`config.mk`:
```
export PLATFORM = sky130hd
export DESIGN_NAME = psr_core
export DESIGN_NICKNAME = d
export VERILOG_FILES = /design/src/rtl/psr_pkg.sv /design/src/rtl/psr_flags.sv /design/src/rtl/psr_cond_test.sv /design/src/rtl/psr_priv_chk.sv /design/src/rtl/psr_core.sv
export SDC_FILE = /design/constraint.sdc
export NUM_CORES = 1
export LEC_CHECK = 0
export BUFFER_PORTS_ARGS = -buffer_cell sky130_fd_sc_hd__buf_2
export CORE_ASPECT_RATIO = 0.7
export CORE_MARGIN = 4
export CORE_UTILIZATION = 35
export CTS_CLUSTER_SIZE = 14
export DETAILED_ROUTE_END_ITERATION = 12
export PLACE_DENSITY = 0.78
export SLEW_MARGIN = 20
export SYNTH_ARGS = -nofsm -noshare
export SYNTH_HDL_FRONTEND = slang
export SYNTH_HIERARCHICAL = 1
export SYNTH_SLANG_ARGS = --single-unit
```
`constraint.sdc`:
```
create_clock -name clk_i -period 1.6 [get_ports clk_i]
set_clock_uncertainty 0.15 [all_clocks]
set_input_delay 0.16 -clock clk_i [delete_from_list [all_inputs] [get_ports clk_i]]
set_output_delay 0.16 -clock clk_i [all_outputs]
set_load 0.02 [all_outputs]
```
`src/rtl/psr_pkg.sv`:
```
package psr_pkg;
  localparam int unsigned WORD_W  = 16;
  localparam int unsigned FIELD_W = 4;
  localparam int unsigned C_BIT   = 15;
  localparam int unsigned P_BIT   = 14;
  localparam int unsigned Z_BIT   = 13;
  localparam int unsigned N_BIT   = 12;
  localparam int unsigned PS_LSB  = 4;
  localparam int unsigned AS_LSB  = 0;
  localparam logic [WORD_W-1:0] WRITE_MASK = 16'hF0FF;

  typedef enum logic [1:0] {
    OP_NONE  = 2'd0,
    OP_LOGIC = 2'd1,
    OP_SHIFT = 2'd2,
    OP_ARITH = 2'd3
  } op_class_e;

  typedef struct packed {
    logic c;
    logic p;
    logic z;
    logic n;
  } cond_t;
endpackage

```
`src/rtl/psr_flags.sv`:
```
module psr_flags
  import psr_pkg::*;
#(
  parameter int unsigned DATA_W = 16
) (
  input  logic [DATA_W-1:0] result_i,
  input  logic              carry_i,
  output cond_t             cond_o
);
  logic is_zero;
  logic is_neg;

  assign is_zero = (result_i == '0);
  assign is_neg  = result_i[DATA_W-1];

  always_comb begin
    cond_o.c = carry_i;
    cond_o.z = is_zero;
    cond_o.n = is_neg;
    cond_o.p = !is_zero && !is_neg;
  end
endmodule

```
`src/rtl/psr_cond_test.sv`:
```
module psr_cond_test
  import psr_pkg::*;
(
  input  cond_t       cond_i,
  input  logic [3:0]  mask_i,
  output logic        hit_o
);
  assign hit_o = |(mask_i & {cond_i.c, cond_i.p, cond_i.z, cond_i.n});
endmodule

```
`src/rtl/psr_priv_chk.sv`:
```
module psr_priv_chk
  import psr_pkg::*;
(
  input  logic [FIELD_W-1:0] proc_state_i,
  input  logic               priv_insn_i,
  output logic               viol_o
);
  // zero key is the only privileged state
  assign viol_o = priv_insn_i && (proc_state_i != '0);
endmodule

```
`src/rtl/psr_core.sv`:
```
module psr_core
  import psr_pkg::*;
#(
  parameter int unsigned DATA_W = 16
) (
  input  logic              clk_i,
  input  logic              rst_ni,
  input  logic [DATA_W-1:0] alu_result_i,
  input  logic              alu_carry_i,
  input  logic [1:0]        alu_op_i,
  input  logic              load_en_i,
  input  logic [15:0]       load_data_i,
  input  logic              priv_insn_i,
  input  logic [3:0]        cond_mask_i,
  output logic [15:0]       status_o,
  output logic [3:0]        addr_state_o,
  output logic [3:0]        proc_state_o,
  output logic              priv_viol_o,
  output logic              cond_true_o
);
  cond_t              cond_q, cond_new;
  logic [FIELD_W-1:0] ps_q, as_q;
  op_class_e          op_cls;
  logic               alu_upd;

  assign op_cls  = op_class_e'(alu_op_i);
  assign alu_upd = (op_cls != OP_NONE);

  psr_flags #(.DATA_W(DATA_W)) u_flags (
    .result_i (alu_result_i),
    .carry_i  (alu_carry_i),
    .cond_o   (cond_new)
  );

  always_ff @(posedge clk_i or negedge rst_ni) begin
    if (!rst_ni) begin
      cond_q <= '0;
      ps_q   <= '0;
      as_q   <= '0;
    end else if (load_en_i) begin
      cond_q <= cond_t'(load_data_i[C_BIT:N_BIT]);
      ps_q   <= load_data_i[PS_LSB +: FIELD_W];
      as_q   <= load_data_i[AS_LSB +: FIELD_W];
    end else if (alu_upd) begin
      cond_q <= cond_new;
    end
  end

  assign status_o     = {cond_q, 4'b0000, ps_q, as_q};
  assign addr_state_o = as_q;
  assign proc_state_o = ps_q;

  psr_priv_chk u_priv (
    .proc_state_i (ps_q),
    .priv_insn_i  (priv_insn_i),
    .viol_o       (priv_viol_o)
  );

  psr_cond_test u_test (
    .cond_i (cond_q),
    .mask_i (cond_mask_i),
    .hit_o  (cond_true_o)
  );

  AST_RSVD_ZERO: assert property (@(posedge clk_i) disable iff (!rst_ni)
    status_o[11:8] == 4'b0000);
  AST_CARRY_CAPTURE: assert property (@(posedge clk_i) disable iff (!rst_ni)
    (alu_op_i != 2'd0 && !load_en_i) |=> status_o[15] == $past(alu_carry_i));
  AST_ONE_SIGN: assert property (@(posedge clk_i) disable iff (!rst_ni)
    (alu_op_i != 2'd0 && !load_en_i) |=> $countones(status_o[14:12]) == 1);
  AST_IDLE_HOLD: assert property (@(posedge clk_i) disable iff (!rst_ni)
    (alu_op_i == 2'd0 && !load_en_i) |=> $stable(status_o));
  AST_LOAD_WINS: assert property (@(posedge clk_i) disable iff (!rst_ni)
    load_en_i |=> status_o == ($past(load_data_i) & WRITE_MASK));
  AST_FIELDS_KEPT: assert property (@(posedge clk_i) disable iff (!rst_ni)
    !load_en_i |=> status_o[7:0] == $past(status_o[7:0]));
  AST_PRIV_VIOL: assert property (@(posedge clk_i) disable iff (!rst_ni)
    priv_viol_o == (priv_insn_i && status_o[7:4] != 4'd0));
endmodule

```
Word level (Yosys, flattened, before mapping)
Index checks and enable logic that the tools add are counted.

word-level totals
  flip-flop bits (word level) = 12
  bits of input ports = 43
  output and inout port bits = 26

operators by class
  mux-type cells = 2
  bitwise logic cells = 1
  reductions and logical operators = 9

operators with widths
  cell                count
  16-bit logical NOT  1
  4-bit 2-to-1 mux    2
  4-bit AND           1
  2-bit nonzero test  2
  4-bit nonzero test  1
  4-bit OR reduction  1
  1-bit logical AND   2
  1-bit logical NOT   2

Logic depth before layout (Yosys ltp)
  word-level depth = 5
  gate-level depth with buffers = 5
  mapped depth without buffers = 4

Cells and area by module
The synthesis kept the hierarchy.

by module, submodules not included
  module         times used  cells each  area each (um2)  sequential area each (um2)
  psr_core       1           52          609.3            300.3
  psr_flags      1           9           65.1             0.0
  psr_cond_test  1           3           18.8             0.0
  psr_priv_chk   1           1           11.3             0.0

Worst setup path before layout
No wires, ideal clock.

  kind = register to output
  start = register ps_q[1], in the netlist proc_state_o[1]
  end = output priv_viol_o
  arrival = 0.983 ns
  setup slack = 0.307 ns
  stages on the path, launching flop included = 2
  buffers on the path = 0
  cell sequence = dfrtp_1 > o41a_1

between the ends
  word-level cells in the longest chain between the ends = 2

RTL lines
  item                      line               text
  start: declaration        psr_core.sv:22     logic [FIELD_W-1:0] ps_q, as_q;
  start signal: assignment  psr_core.sv:42     ps_q <= load_data_i[PS_LSB +: FIELD_W];
  4-bit nonzero test        psr_priv_chk.sv:9  assign viol_o = priv_insn_i && (proc_state_i != '0);
  1-bit logical AND         psr_priv_chk.sv:9
  end: declaration          psr_core.sv:18     output logic priv_viol_o,

No other way between the ends.

Worst setup path in the final report
Same ends and word-level chain as after synthesis.

==> summary.md <==
| Metric | Value |
|---|---|
| Result of the run | `complete, no violations` |
| Required time of the worst setup path | `1.29 ns` |
| Type of element launching the critical path | `register` |
| Core area | `1890 sq um` |
| DIE AREA | `2810 sq um` |
| Capturing element type of the critical path | `output port` |
| Largest fanout of any net on the critical path | `3` |
| Total Routing Usage GR | `0.152` |
| Final RePlAce weighted congestion | `0.675` |
| Setup repair after global routing missed its margin | `yes` |
| Placed wire-length estimate | `1520 um` |
| Final setup violation count | `0` |
| Number of warnings issued by yosys | `6` |
| Post-route cell area | `1100 sq um` |
| Slew Viols, Final | `0` |
| Effective utilization at floorplan | `0.373` |
| Global-route wire length before repair | `3060 um` |
| Total leakage power | `0.000567 uW` |
| Post-route minimum period | `1.56 ns` |
| Clock Root Buffer | `sky130_fd_sc_hd__clkbuf_4` |
| Antenna diode count | `0` |
| Clock transition time at the flip-flop clock pins of the worst setup and hold paths | `0.08 ns` |
| TritonCTS buffer count | `3` |
| Cell area after placement | `915 sq um` |
| Level count of the clock H-tree | `1` |
| Final hold violation count | `0` |
| Iteration-0 DRC count of the detailed router | `5` |
| Post-route DRC violation count | `0` |
| Number of optimization iterations in the first detailed-route pass | `3` |
| Clock net sink count | `12` |
| Maxcap violations | `0` |
| Cts repair resizes | `0` |
| Number of antenna violations at the first check in global routing | `0` |
| Fraction of layout instances using a drive strength above 1 | `0.569` |
| Count of port buffers added during placement | `60` |
| WHS | `0.0369 ns` |
| Crit path kind | `reg2out` |
| Layout Area Growth over Synthesis | `55.6%` |
| Power per Cell Area | `799 nW/um^2` |
| Avg Synthesized Cell Area | `10.8 sq um` |
| Clock buffer depth | `2` |
| TritonCTS clock tree | `done` |
| Ratio of routed vias to standard cells | `4.63` |
| Synthesized flop and latch total | `12` |
| NumNets Final | `174` |
| Sequential share of the synthesized area | `0.426` |
| Floorplan die height | `45.5 um` |
| Post-Synthesis Cell Area | `704 sq um` |
| Total via count in the routed design | `704` |
| Netlist cell types | `17` |
| Overall routed net length | `2060 um` |
| Total Neg Setup Slack | `0 ns` |
| DR WL/cell | `13.6 um` |
| Hold Crit Class | `in2reg` |
| Achievable Freq | `642 MHz` |
| Worst vdd rail ir drop | `0.667 mV` |
| Die width | `61.6 um` |
| Post-Syn Instances | `65` |
| Number of I/O pins | `69` |
| Largest net degree at the start of global routing | `21` |
| WP data arrival | `1.25 ns` |
| Share of the cycle needed by the critical path after routing | `0.974` |
| Residual antenna-violating net count after detailed routing | `0` |
| Worst skew pair latency | `0.27 ns` |
| Row count | `13` |
| Total congestion overflow after global routing | `0` |
| Vias in the first global route | `660` |
kinds of logic (layout without fill, tap and decap cells):
kind of cell / after synthesis / after routing / synth area share
AOI/OAI and AO/OA: 8 / 8 / 0.0995
muxes: 8 / 8 / 0.128
buffers and inverters: 21 / 83 / 0.204
DFF: 12 / 12 / 0.426
other: 1 / 4 / 0.00532
and+or+nand+nor: 15 / 15 / 0.137
Yosys cell counts:
cell type                  count  area (sq um)
sky130_fd_sc_hd__nor2_1        1          3.75
sky130_fd_sc_hd__nor4_1        4          25.0
sky130_fd_sc_hd__a22oi_1       2          15.0
sky130_fd_sc_hd__a41oi_1       1          8.76
sky130_fd_sc_hd__inv_1         4          15.0
sky130_fd_sc_hd__conb_1        1          3.75
sky130_fd_sc_hd__o41a_1        1          11.3
sky130_fd_sc_hd__and4_1        1          8.76
sky130_fd_sc_hd__buf_6         1          11.3
sky130_fd_sc_hd__buf_4        15           113
sky130_fd_sc_hd__nand2_1       5          18.8
sky130_fd_sc_hd__dfrtp_1      12           300
sky130_fd_sc_hd__or4b_1        4          40.0
sky130_fd_sc_hd__buf_2         1          5.00
sky130_fd_sc_hd__o311ai_0      1          8.76
sky130_fd_sc_hd__o311ai_1      3          26.3
sky130_fd_sc_hd__mux2_2        8          90.1
cell type report:
class                           instances  area, sq um
Inverter                                4         15.0
Fill cell                             179          791
Sequential cell                        12          300
Multi-Input combinational cell         35          272
Tap cell                               22         27.5
Clock buffer                            4         36.3
Timing Repair Buffer                   75          445
cell usage in the layout, fill, tap and decap left out, types with 3 or more instances in the layout:
master / instances
sky130_fd_sc_hd__buf_2: 60
sky130_fd_sc_hd__clkbuf_4: 3
sky130_fd_sc_hd__o311ai_1: 3
sky130_fd_sc_hd__mux2_2: 8
sky130_fd_sc_hd__nor4_1: 4
sky130_fd_sc_hd__or4b_1: 4
sky130_fd_sc_hd__nand2_1: 5
sky130_fd_sc_hd__dfrtp_1: 12
sky130_fd_sc_hd__dlygate4sd3_1: 13
sky130_fd_sc_hd__inv_1: 4
sky130_fd_sc_hd__conb_1: 4
sequential cells by signal, indices dropped and copies added (netlist names):
| register | flops |
|---|---|
| addr_state_o | 4 |
| status_o | 4 |
| proc_state_o | 4 |
critical path: stages, from the launching register on:
cell	delay, ns
sky130_fd_sc_hd__dfrtp_1	0.39
sky130_fd_sc_hd__o41a_1	0.42
sky130_fd_sc_hd__buf_2	0.17
routing by layer:
metal  wire, um  up-vias  part of all wire  global-route usage
met2       1050       29              0.51               0.271
met1        854      324              0.41               0.184
li1           -      351                 -                   -
met5          0        -                 0                   0
met3        157        0             0.076              0.0510
met4          0        0                 0              0.0127
power by group:
group          internal [uW]  leakage [uW]  total [uW]  switching (uW)
Clock                    138     0.0000210         244             105
Sequential               332      0.000142         355            22.6
Combinational            127      0.000404         278             150
Total                    598      0.000567         876             278
timing repair:
action / CTS / global route
setup buffers: 0 / 2
hold buffers: 13 / 0
setup endpoints to repair: 0 / 1
endpoints found under the hold margin: 24 / 0
final timing paths:
check,from,end,slack [ns],depth (start not counted)
min in group asynchronous,rst_ni,proc_state_o[3],0.14,2
worst max-delay path,proc_state_o[1],priv_viol_o,0.04,2
worst min-delay path,alu_carry_i,status_o[15],0.04,3
worst min register to register,addr_state_o[2],addr_state_o[2],0.38,1
max in group asynchronous,rst_ni,proc_state_o[1],0.94,2
worst max register to register,status_o[15],status_o[15],0.42,2
per-stage QoR:
| step | util | instances | setup WS [ns] | power, uW |
|---|---|---|---|---|
| after floorplan | - | 68 | 0.307 | 530 |
| after global placement | 0.485 | 133 | 0.239 | 601 |
| after detailed placement | 0.485 | 133 | 0.217 | 607 |
| after CTS | 0.573 | 150 | 0.0169 | 881 |
| after global routing | 0.581 | 152 | -0.0311 | 931 |
| final | 0.581 | 152 | 0.0416 | 876 |
(Power assumes the default switching activity.)
